[src/rtl/gpio_bank_pkg.sv]
package gpio_bank_pkg;
  localparam int ADDR_W     = 8;
  localparam int DATA_W     = 32;
  localparam int SYNC_DEPTH = 2;

  localparam logic [ADDR_W-1:0] OFS_PINVAL  = 8'h00;
  localparam logic [ADDR_W-1:0] OFS_DIR     = 8'h04;
  localparam logic [ADDR_W-1:0] OFS_LATCH   = 8'h08;
  localparam logic [ADDR_W-1:0] OFS_EVGRP   = 8'h10;
  localparam logic [ADDR_W-1:0] OFS_EVEN    = OFS_EVGRP + 8'h00;
  localparam logic [ADDR_W-1:0] OFS_TSEL0   = OFS_EVGRP + 8'h04;
  localparam logic [ADDR_W-1:0] OFS_TSEL1   = OFS_EVGRP + 8'h08;
  localparam logic [ADDR_W-1:0] OFS_TSEL2   = OFS_EVGRP + 8'h0C;
  localparam logic [ADDR_W-1:0] OFS_EVSTS   = OFS_EVGRP + 8'h10;

  // Per-pin trigger selection as seen by the detector
  typedef struct packed {
    logic both;   // type2
    logic level;  // type1
    logic pol;    // type0: high/rising when set
  } trig_sel_t;
endpackage

[src/rtl/gpio_rst_sync.sv]
module gpio_rst_sync (
  input  logic clk,
  input  logic rst_ni,
  output logic rst_no
);
  logic [1:0] shf_q;
  logic [1:0] shf_d;

  always_comb begin
    shf_d = {shf_q[0], 1'b1};
  end

  always_ff @(posedge clk or negedge rst_ni) begin
    if (!rst_ni) shf_q <= '0;
    else         shf_q <= shf_d;
  end

  assign rst_no = shf_q[1];
endmodule

[src/rtl/gpio_in_sync.sv]
module gpio_in_sync #(
  parameter int W      = 32,
  parameter int STAGES = 2
) (
  input  logic         clk,
  input  logic         rst_n,
  input  logic [W-1:0] d_async,
  output logic [W-1:0] q_sync
);
  logic [W-1:0] stg_q [STAGES];
  logic [W-1:0] stg_d [STAGES];

  always_comb begin
    stg_d[0] = d_async;
    for (int s = 1; s < STAGES; s++) stg_d[s] = stg_q[s-1];
  end

  generate
    for (genvar g = 0; g < STAGES; g++) begin : g_stage
      always_ff @(posedge clk or negedge rst_n) begin
        if (!rst_n) stg_q[g] <= '0;
        else        stg_q[g] <= stg_d[g];
      end
    end
  endgenerate

  assign q_sync = stg_q[STAGES-1];
endmodule

[src/rtl/gpio_regs.sv]
module gpio_regs
  import gpio_bank_pkg::*;
#(
  parameter int NPIN = 32
) (
  input  logic              clk,
  input  logic              rst_n,
  input  logic              wr,
  input  logic [ADDR_W-1:0] addr,
  input  logic [DATA_W-1:0] wdata,
  input  logic [NPIN-1:0]   sync_val,
  input  logic [NPIN-1:0]   sts,
  output logic [DATA_W-1:0] rdata,
  output logic [NPIN-1:0]   dir,
  output logic [NPIN-1:0]   lat,
  output logic [NPIN-1:0]   ien,
  output logic [NPIN-1:0]   tsel0,
  output logic [NPIN-1:0]   tsel1,
  output logic [NPIN-1:0]   tsel2,
  output logic [NPIN-1:0]   sts_clr
);
  localparam int NREG = 6;
  localparam logic [ADDR_W-1:0] WOFS [NREG] =
    '{OFS_DIR, OFS_PINVAL, OFS_EVEN, OFS_TSEL0, OFS_TSEL1, OFS_TSEL2};

  logic [NREG-1:0] we;
  logic [NPIN-1:0] reg_q [NREG];
  logic [NPIN-1:0] wval;

  assign wval = wdata[NPIN-1:0];

  generate
    for (genvar r = 0; r < NREG; r++) begin : g_reg
      assign we[r] = wr && (addr == WOFS[r]);
      always_ff @(posedge clk or negedge rst_n) begin
        if (!rst_n)     reg_q[r] <= '0;
        else if (we[r]) reg_q[r] <= wval;
      end
    end
  endgenerate

  assign dir   = reg_q[0];
  assign lat   = reg_q[1];
  assign ien   = reg_q[2];
  assign tsel0 = reg_q[3];
  assign tsel1 = reg_q[4];
  assign tsel2 = reg_q[5];

  // write-one-to-clear strobe for the status array
  always_comb begin
    sts_clr = '0;
    if (wr && (addr == OFS_EVSTS)) sts_clr = wval;
  end

  always_comb begin
    rdata = '0;
    unique case (addr)
      OFS_PINVAL: rdata[NPIN-1:0] = sync_val;
      OFS_DIR:    rdata[NPIN-1:0] = dir;
      OFS_LATCH:  rdata[NPIN-1:0] = lat;
      OFS_EVEN:   rdata[NPIN-1:0] = ien;
      OFS_TSEL0:  rdata[NPIN-1:0] = tsel0;
      OFS_TSEL1:  rdata[NPIN-1:0] = tsel1;
      OFS_TSEL2:  rdata[NPIN-1:0] = tsel2;
      OFS_EVSTS:  rdata[NPIN-1:0] = sts;
      default:    rdata = '0;
    endcase
  end
endmodule

[src/rtl/gpio_trig_detect.sv]
module gpio_trig_detect
  import gpio_bank_pkg::*;
#(
  parameter int NPIN = 32
) (
  input  logic            clk,
  input  logic            rst_n,
  input  logic [NPIN-1:0] cur,
  input  logic [NPIN-1:0] tsel0,
  input  logic [NPIN-1:0] tsel1,
  input  logic [NPIN-1:0] tsel2,
  input  logic [NPIN-1:0] clr,
  output logic [NPIN-1:0] sts
);
  logic [NPIN-1:0] prev_q;
  logic [NPIN-1:0] sts_q;
  logic [NPIN-1:0] sts_d;
  logic [NPIN-1:0] hit;
  logic [NPIN-1:0] lvl;

  always_ff @(posedge clk or negedge rst_n) begin
    if (!rst_n) prev_q <= '0;
    else        prev_q <= cur;
  end

  generate
    for (genvar p = 0; p < NPIN; p++) begin : g_pin
      trig_sel_t sel;
      logic      rise;
      logic      fall;
      logic      edge_hit;
      logic      lvl_hit;

      assign sel      = '{both: tsel2[p], level: tsel1[p], pol: tsel0[p]};
      assign rise     = cur[p] & ~prev_q[p];
      assign fall     = ~cur[p] & prev_q[p];
      assign edge_hit = sel.both ? (rise | fall) : (sel.pol ? rise : fall);
      assign lvl_hit  = sel.pol ? cur[p] : ~cur[p];
      assign hit[p]   = sel.level ? lvl_hit : edge_hit;
      assign lvl[p]   = sel.level;

      // a clear drops level hits for one cycle but keeps a coincident edge
      always_comb begin
        if (clr[p]) sts_d[p] = hit[p] & ~lvl[p];
        else        sts_d[p] = sts_q[p] | hit[p];
      end
    end
  endgenerate

  always_ff @(posedge clk or negedge rst_n) begin
    if (!rst_n) sts_q <= '0;
    else        sts_q <= sts_d;
  end

  assign sts = sts_q;
endmodule

[src/rtl/gpio_irq_bank.sv]
module gpio_irq_bank
  import gpio_bank_pkg::*;
#(
  parameter int NPIN = 32
) (
  input  logic              clk,
  input  logic              rst_n,
  input  logic              bus_wr,
  input  logic [ADDR_W-1:0] bus_addr,
  input  logic [DATA_W-1:0] bus_wdata,
  output logic [DATA_W-1:0] bus_rdata,
  input  logic [NPIN-1:0]   pin_in,
  output logic [NPIN-1:0]   pin_out,
  output logic [NPIN-1:0]   pin_oe,
  output logic              irq
);
  logic            rst_n_int;
  logic [NPIN-1:0] pin_sync;
  logic [NPIN-1:0] sts_q;
  logic [NPIN-1:0] ien_q;
  logic [NPIN-1:0] ts0;
  logic [NPIN-1:0] ts1;
  logic [NPIN-1:0] ts2;
  logic [NPIN-1:0] clr;

  gpio_rst_sync u_rst (
    .clk    (clk),
    .rst_ni (rst_n),
    .rst_no (rst_n_int)
  );

  gpio_in_sync #(.W(NPIN), .STAGES(SYNC_DEPTH)) u_sync (
    .clk     (clk),
    .rst_n   (rst_n_int),
    .d_async (pin_in),
    .q_sync  (pin_sync)
  );

  gpio_regs #(.NPIN(NPIN)) u_regs (
    .clk      (clk),
    .rst_n    (rst_n_int),
    .wr       (bus_wr),
    .addr     (bus_addr),
    .wdata    (bus_wdata),
    .sync_val (pin_sync),
    .sts      (sts_q),
    .rdata    (bus_rdata),
    .dir      (pin_oe),
    .lat      (pin_out),
    .ien      (ien_q),
    .tsel0    (ts0),
    .tsel1    (ts1),
    .tsel2    (ts2),
    .sts_clr  (clr)
  );

  gpio_trig_detect #(.NPIN(NPIN)) u_det (
    .clk   (clk),
    .rst_n (rst_n_int),
    .cur   (pin_sync),
    .tsel0 (ts0),
    .tsel1 (ts1),
    .tsel2 (ts2),
    .clr   (clr),
    .sts   (sts_q)
  );

  assign irq = |(sts_q & ien_q);
endmodule

[config.mk]
export PLATFORM = sky130hd
export DESIGN_NAME = gpio_irq_bank
export DESIGN_NICKNAME = d
export VERILOG_FILES = /design/src/rtl/gpio_bank_pkg.sv /design/src/rtl/gpio_rst_sync.sv /design/src/rtl/gpio_in_sync.sv /design/src/rtl/gpio_regs.sv /design/src/rtl/gpio_trig_detect.sv /design/src/rtl/gpio_irq_bank.sv
export SDC_FILE = /design/constraint.sdc
export NUM_CORES = 1
export LEC_CHECK = 0
export BUFFER_PORTS_ARGS = -buffer_cell sky130_fd_sc_hd__buf_2
export CAP_MARGIN = 5
export CELL_PAD_IN_SITES_DETAIL_PLACEMENT = 0
export CELL_PAD_IN_SITES_GLOBAL_PLACEMENT = 1
export CORE_MARGIN = 2
export CORE_UTILIZATION = 40
export CTS_BUF_LIST = sky130_fd_sc_hd__clkbuf_8
export DETAILED_ROUTE_END_ITERATION = 7
export PLACE_DENSITY = 0.77
export SETUP_SLACK_MARGIN = 0.2
export SYNTH_ARGS = -nofsm -noshare
export SYNTH_HDL_FRONTEND = slang
export SYNTH_SLANG_ARGS = --single-unit
[constraint.sdc]
create_clock -name clk -period 27.6 [get_ports clk]
set_input_delay 0 -clock clk [delete_from_list [all_inputs] [get_ports clk]]
set_output_delay 0 -clock clk [all_outputs]
set_load 0.02 [all_outputs]
==> impl_metrics.py, run 1 <==
metrics = {
    "critical_path": {
        "critical_path_buf_inv_count": 3,
        "critPathMaxFanout": 36,
        "crit_path_frequent_cell": "buf_4",
        "critical_path.top_delay_family": "simple AND/OR/NAND/NOR gates",
        "setup.worst_path.start_class": "primary input",
        "cp_slowest_cell": "and3_2",
        "cp_data_arrival_time_ps": 3540,
        "path_class": "in2reg",
        "endpoint_kind": "flip-flop",
        "slowest_delay_ps": 1000,
        "crit_path_cell_trace": "buf_2 > buf_4 > or4b_2 > buf_4 > nor2_8 > and3_2 > mux2_2",
        "cp_data_required_time_ps": 28110,
    },
    "synthesis": {
        "avgSynthCellArea_um2": 12.44,
        "yosys.area.top_type_share_pct": 52.61,
        "synth-edff-count": 0,
        "ys_warn_count": 0,
        "syn_inst": 1231,
        "async_flop_share_pct": 100.0,
        "yosysMostFrequentCell": "dfrtp_1",
        "synthTopCellsByCount": "dfrtp_1 (322), mux2_2 (195), o21ai_0 (96)",
        "synthTopCellsByArea": "dfrtp_1 (53%), mux2_2 (14%), ha_1 (5.2%)",
        "synth_cell_types": 39,
        "yosys.area.top_type": "dfrtp_1",
        "syn-num-nets": 1370,
        "seq_area_frac_synth_pct": 52.61,
        "synth_ff_type": "dfrtp_1",
        "ys_ff_latch": 322,
        "syn_area_um2": 15320,
    },
    "clock_network": {
        "insertion_delay_ps": 630,
        "root_buffer": "clkbuf_8",
        "cts.sinks": 322,
        "post_cts_resized": 0,
        "clk_pin_slew_ps": 60,
        "htreeDepth": 2,
        "cts_tree": "yes",
        "cts_buffer_depth": 3,
        "cts_buffers": 56,
    },
    "grt": {
        "grt_usage_pct": 21.14,
        "grt_max_degree": 173,
        "grt_util_met1_pct": 29.30,
        "grt-ovfl-total": 0,
        "grt_pass1_wl_um": 63800,
        "grtUsageMet3_pct": 4.051,
        "gr-usage-met2_pct": 32.96,
        "antenna_found_initial": 0,
        "grt_pass1_vias": 11184,
        "busiest_layer": "met2",
    },
    "timing": {
        "clock.fmax_mhz": 329.4,
        "period_share_pct": 11.00,
        "rsz0062_at_grt": "no",
        "worstMarginPinSlew_ps": 1069,
        "finalSetupTns_ps": 0,
        "slew_viol_final": 0,
        "slew_headroom_pct": 28.59,
        "min_period_ps": 3036,
        "skew_ps": 13.74,
        "setup_viol": 0,
        "final-hold-violation-count": 0,
    },
    "placement": {
        "place_congestion": 0.8101,
        "post_dp_cell_area_um2": 16630,
        "hpwl_um": 25720,
        "portBuffers": 171,
    },
    "routing": {
        "drt-total-wl_um": 41390,
        "drc": 0,
        "postRouteAntennaNets": 0,
        "first_pass_iters": 7,
        "route.detailed.wl_per_inst_um": 20.14,
        "viasPerCell": 5.321,
        "drtIter0Drc": 632,
        "via_count": 10935,
    },
    "pwr": {
        "p_int_mw": 0.7848,
        "leakage_nw": 9.489,
        "peakVddDrop_mv": 0.03050,
        "finalPower_mw": 1.052,
        "power_frac_clock_pct": 42.0,
        "powerDensity_nw_per_um2": 56.19,
        "power_frac_seq_pct": 49.1,
        "p_sw_share_pct": 25.37,
        "p_comb_share_pct": 9.0,
        "switching_power_mw": 0.2668,
    },
    "die": {
        "die_w_um": 199.7,
        "initial_core_util_pct": 40.66,
        "coreArea_um2": 37670,
        "dieArea_um2": 39870,
        "row_count": 71,
        "fp.dieH_um": 199.7,
        "ioPinCount": 172,
    },
    "hold_path": {
        "min_path_type": "in2reg",
    },
    "finish": {
        "postLayoutCellArea_um2": 18710,
        "nets": 1645,
        "drive_above_1_share_pct": 30.25,
        "fillers": 3454,
        "syn2layout_area_growth_pct": 22.19,
        "diodes": 0,
    },
    "run": {
        "maxCapViolations": 0,
    },
    "run_status": {
        "status": "completed",
    },
}
## registers in the layout, summed over array words and instances, names as in the netlist
signal / flops
u_det.prev_q: 32
u_det.sts: 32
u_regs.dir: 32
u_regs.ien: 32
u_regs.lat: 32
u_regs.tsel0: 32
u_regs.tsel1: 32
u_regs.tsel2: 32
u_sync.q_sync: 32
u_sync.stg_d: 32
u_rst.shf_q: 2
## cell type report
cell class	count	area (um2)	share of cell area [%]
Multi-Input combinational cell	781	6711	35.86
Tap cell	511	639.4	3.416
Sequential cell	322	8061	43.08
Timing Repair Buffer	280	1924	10.28
Clock buffer	71	977.2	5.222
Clock inverter	25	156.4	0.8357
Inverter	65	244.0	1.304
## layer usage
| metal | part of all wire, % | vias up |
|---|---|---|
| met1 | 46 | 5517 |
| met2 | 45 | 361 |
| li1 | - | 4991 |
| met3 | 6.5 | 66 |
| met5 | 0 | - |
| met4 | 2.5 | 0 |
## cell families after synthesis
kind of cell | share of synthesized area [%]
AND/OR/NAND/NOR | 3.603
other | 0.02448
XOR/XNOR | 1.830
AO/OA/AOI/OAI | 12.07
buffers and inverters | 3.799
multiplexers | 20.84
flip-flops | 52.61
adder cells (fa/ha/maj) | 5.228
## worst paths after layout
path	from	to	slack, ps	cells past startpoint
worst max-delay path	bus_addr[5]	u_regs.tsel0[31]	24560	7
worst min-delay path	pin_in[22]	u_sync.stg_d[22]	30	2
worst max register to register	u_rst.shf_q[1]	u_regs.tsel0[4]	25490	1
worst min register to register	u_sync.stg_d[5]	u_sync.q_sync[5]	340	0
max in group asynchronous	u_rst.shf_q[1]	u_regs.tsel0[4]	25490	1
min in group asynchronous	rst_n	u_rst.shf_q[0]	220	3
## per-stage QoR
step	cells	utilization (%)	setup slack (ps)	hold WS [ps]
finish	2055	49.68	24560	34.17
floorplan	1231	-	17960	-295.6
detailed placement	1864	44.15	23960	-211.3
CTS	2055	49.68	24620	0.2687
global placement	1864	44.15	23990	-212.4
global route	2055	49.68	24500	25.48
## what timing repair did
item,CTS,global route
hold buffers,95,0
endpoints found under the hold margin,258,0
setup buffers,0,0
## layout by cell type, fill, tap and decap left out, types with 2 or more instances in the layout
master | Yosys | routed
buf_4 | 2 | 13
a22o_1 | 31 | 31
dlygate4sd3_1 | 0 | 95
a221o_1 | 31 | 31
dfrtp_1 | 322 | 321
clkbuf_8 | 0 | 71
mux2_2 | 195 | 195
a21oi_1 | 34 | 34
and3_1 | 4 | 2
o21ai_0 | 96 | 96
a22oi_1 | 47 | 47
bufinv_16 | 0 | 2
mux2_1 | 60 | 60
buf_2 | 9 | 171
nor2_1 | 33 | 33
nand2_1 | 65 | 65
mux2i_1 | 32 | 32
a21o_1 | 32 | 32
ha_1 | 64 | 64
nand4_1 | 7 | 7
inv_1 | 65 | 85
and3_2 | 0 | 2
xnor2_1 | 32 | 32
## power by group through the flow
stage	logic [mW]	registers, mW	clock network (mW)
after floorplan	0.0430	0.527	0
after global placement	0.0827	0.523	0
after detailed placement	0.0846	0.524	0
after CTS	0.0952	0.516	0.455
after global routing	0.104	0.519	0.476
final	0.0942	0.516	0.441
Note: power is estimated with default switching activity, not from simulation.
==> run 2: changes to the inputs <==
Clock period 27.6 ns to 2.9 ns, I/O delays scaled along.
==> run 2 against run 1 <==
Effect of this change:
- via count is 1.6% higher
- highest routed layer unchanged
- register-to-register slack got worse by 24000 ps
- largest power group unchanged
- critical path depth rose by 1
- first-iteration DRC count up 7.4%
==> impl_metrics.py, run 2 (same netlist as run 1, synthesis figures left out) <==
metrics = {
    "run_status": {
        "status": "completed",
    },
    "clock_network": {
        "post_cts_buffers": 0,
        "ctsHoldBuffers": 97,
        "cts_buffer_depth": 3,
        "root_buffer": "clkbuf_8",
        "cts.sinks": 322,
        "htreeDepth": 2,
        "clk_pin_slew_ps": 60,
        "insertion_delay_ps": 640,
        "cts_buffers": 56,
        "post_cts_resized": 0,
        "cts_tree": "yes",
    },
    "pwr": {
        "leakage_nw": 9.662,
        "peakVddDrop_mv": 0.3177,
        "finalPower_mw": 10.32,
        "powerDensity_nw_per_um2": 542.1,
    },
    "grt": {
        "grtUsageMet3_pct": 4.759,
        "gr-usage-met2_pct": 33.71,
        "grt_pass1_wl_um": 65270,
        "grt_pass1_vias": 11238,
        "grt_util_met1_pct": 30.40,
        "antenna_found_initial": 1,
        "grt-ovfl-total": 0,
        "busiest_layer": "met2",
        "grt_max_degree": 132,
        "grt_usage_pct": 21.78,
    },
    "finish": {
        "diodes": 0,
        "stdcell_count": 2085,
        "drive_above_1_share_pct": 31.89,
        "layout_commonest_cell": "dfrtp_1",
        "final_cell_mix": "dfrtp_1 (321), mux2_2 (195), buf_2 (171), dlygate4sd3_1 (97), o21ai_0 (96)",
        "syn2layout_area_growth_pct": 24.34,
        "nets": 1669,
        "utilization_pct": 50.56,
    },
    "die": {
        "coreArea_um2": 37670,
        "die_w_um": 199.7,
        "fp.dieH_um": 199.7,
        "row_count": 71,
        "dieArea_um2": 39870,
        "ioPinCount": 172,
        "initial_core_util_pct": 40.66,
    },
    "timing": {
        "period_share_pct": 82.51,
        "clock.fmax_mhz": 417.9,
        "min_period_ps": 2393,
        "skew_ps": 18.97,
        "setup_viol": 0,
        "rsz0062_at_grt": "no",
        "slew_headroom_pct": 27.35,
        "fin_ws_ps": 507.3,
        "slew_viol_final": 0,
        "final-hold-violation-count": 0,
        "worstMarginPinSlew_ps": 1087,
    },
    "routing": {
        "postRouteAntennaNets": 0,
        "first_pass_iters": 5,
        "drc": 0,
        "via_count": 11107,
        "drt-total-wl_um": 42800,
        "drtIter0Drc": 679,
        "route.detailed.wl_per_inst_um": 20.53,
        "viasPerCell": 5.327,
    },
    "run": {
        "maxCapViolations": 0,
    },
    "placement": {
        "dp_cells": 1886,
        "portBuffers": 171,
        "place_ws_ps": 510.8,
        "hpwl_um": 28470,
        "place_congestion": 0.8314,
    },
    "critical_path": {
        "setup.worst_path.start_class": "primary input",
        "cp_data_required_time_ps": 2900,
        "rr_startpoint": "u_sync.q_sync[23]",
        "startpoint": "bus_addr[5]",
        "path_class": "in2out",
        "critPathMaxFanout": 35,
        "cp_data_arrival_time_ps": 2390,
        "reg2reg_to": "u_det.sts[23]",
        "r2r_slack_ps": 1480,
        "rr_worst_depth": 5,
        "endpoint_kind": "primary output",
    },
    "hold_path": {
        "min_path_type": "in2reg",
        "min_to": "u_sync.stg_d[28]",
        "worstHoldPathCells": 2,
        "min_from": "pin_in[28]",
    },
}
-- run 2: changes by cell type in the layout (fill, tap and decap cells not counted), moves of 2 or more --
cell / before / now
clkinv_2: 1 / 8
inv_8: 0 / 2
clkbuf_8: 71 / 78
dlygate4sd3_1: 95 / 97
buf_4: 13 / 32
buf_12: 1 / 4
inv_1: 85 / 77
-- run 2: layer usage --
layer | wire length, um | share of wire [%]
met5 | 0 | 0
met4 | 1054 | 2.5
met1 | 20240 | 47
met2 | 19050 | 45
met3 | 2455 | 5.7
-- run 2: cell type report --
class                   instances  area [um2]
clock buffers                  78        1074
clock inverters                24       167.7
fillers                      3441       18620
inverters                      65       244.0
multi-input cells             781        6710
flip-flops and latches        322        8061
well taps                     511       639.4
repair buffers                304        2147
-- run 2: worst max-delay path by stage --
| stage | to | slack, ps |
|---|---|---|
| 2_1_floorplan | u_det.prev_q[0] | -290 |
| 3_3_place_gp | u_regs.ien[0] | 530 |
| 3_5_place_dp | u_regs.ien[0] | 510 |
| 4_1_cts | irq | 470 |
| 5_1_grt | irq | 450 |
| 6_report | bus_rdata[16] | 510 |
-- run 2: worst max-delay path, cell delays in order --
cell and delay [ps]:
buf_2 120, buf_4 590, nor3_1 250, and3_1 270, buf_4 230, a22o_1 260
a221o_1 430, buf_2 200
-- run 2: metrics by stage --
step,TNS (ps),hold WS [ps],area (um2)
finish,0,32.24,19040
global route,0,14.09,19040
detailed placement,0,-210.8,16830
CTS,0,0.6756,19040
global placement,0,-213.2,16830
floorplan,-93870,-295.6,15320
-- run 2: where the power goes --
| group | internal (mW) | switching [mW] |
|---|---|---|
| registers | 4.70 | 0.206 |
| logic | 0.437 | 0.497 |
| clock network | 2.57 | 1.92 |
| total | 7.70 | 2.62 |
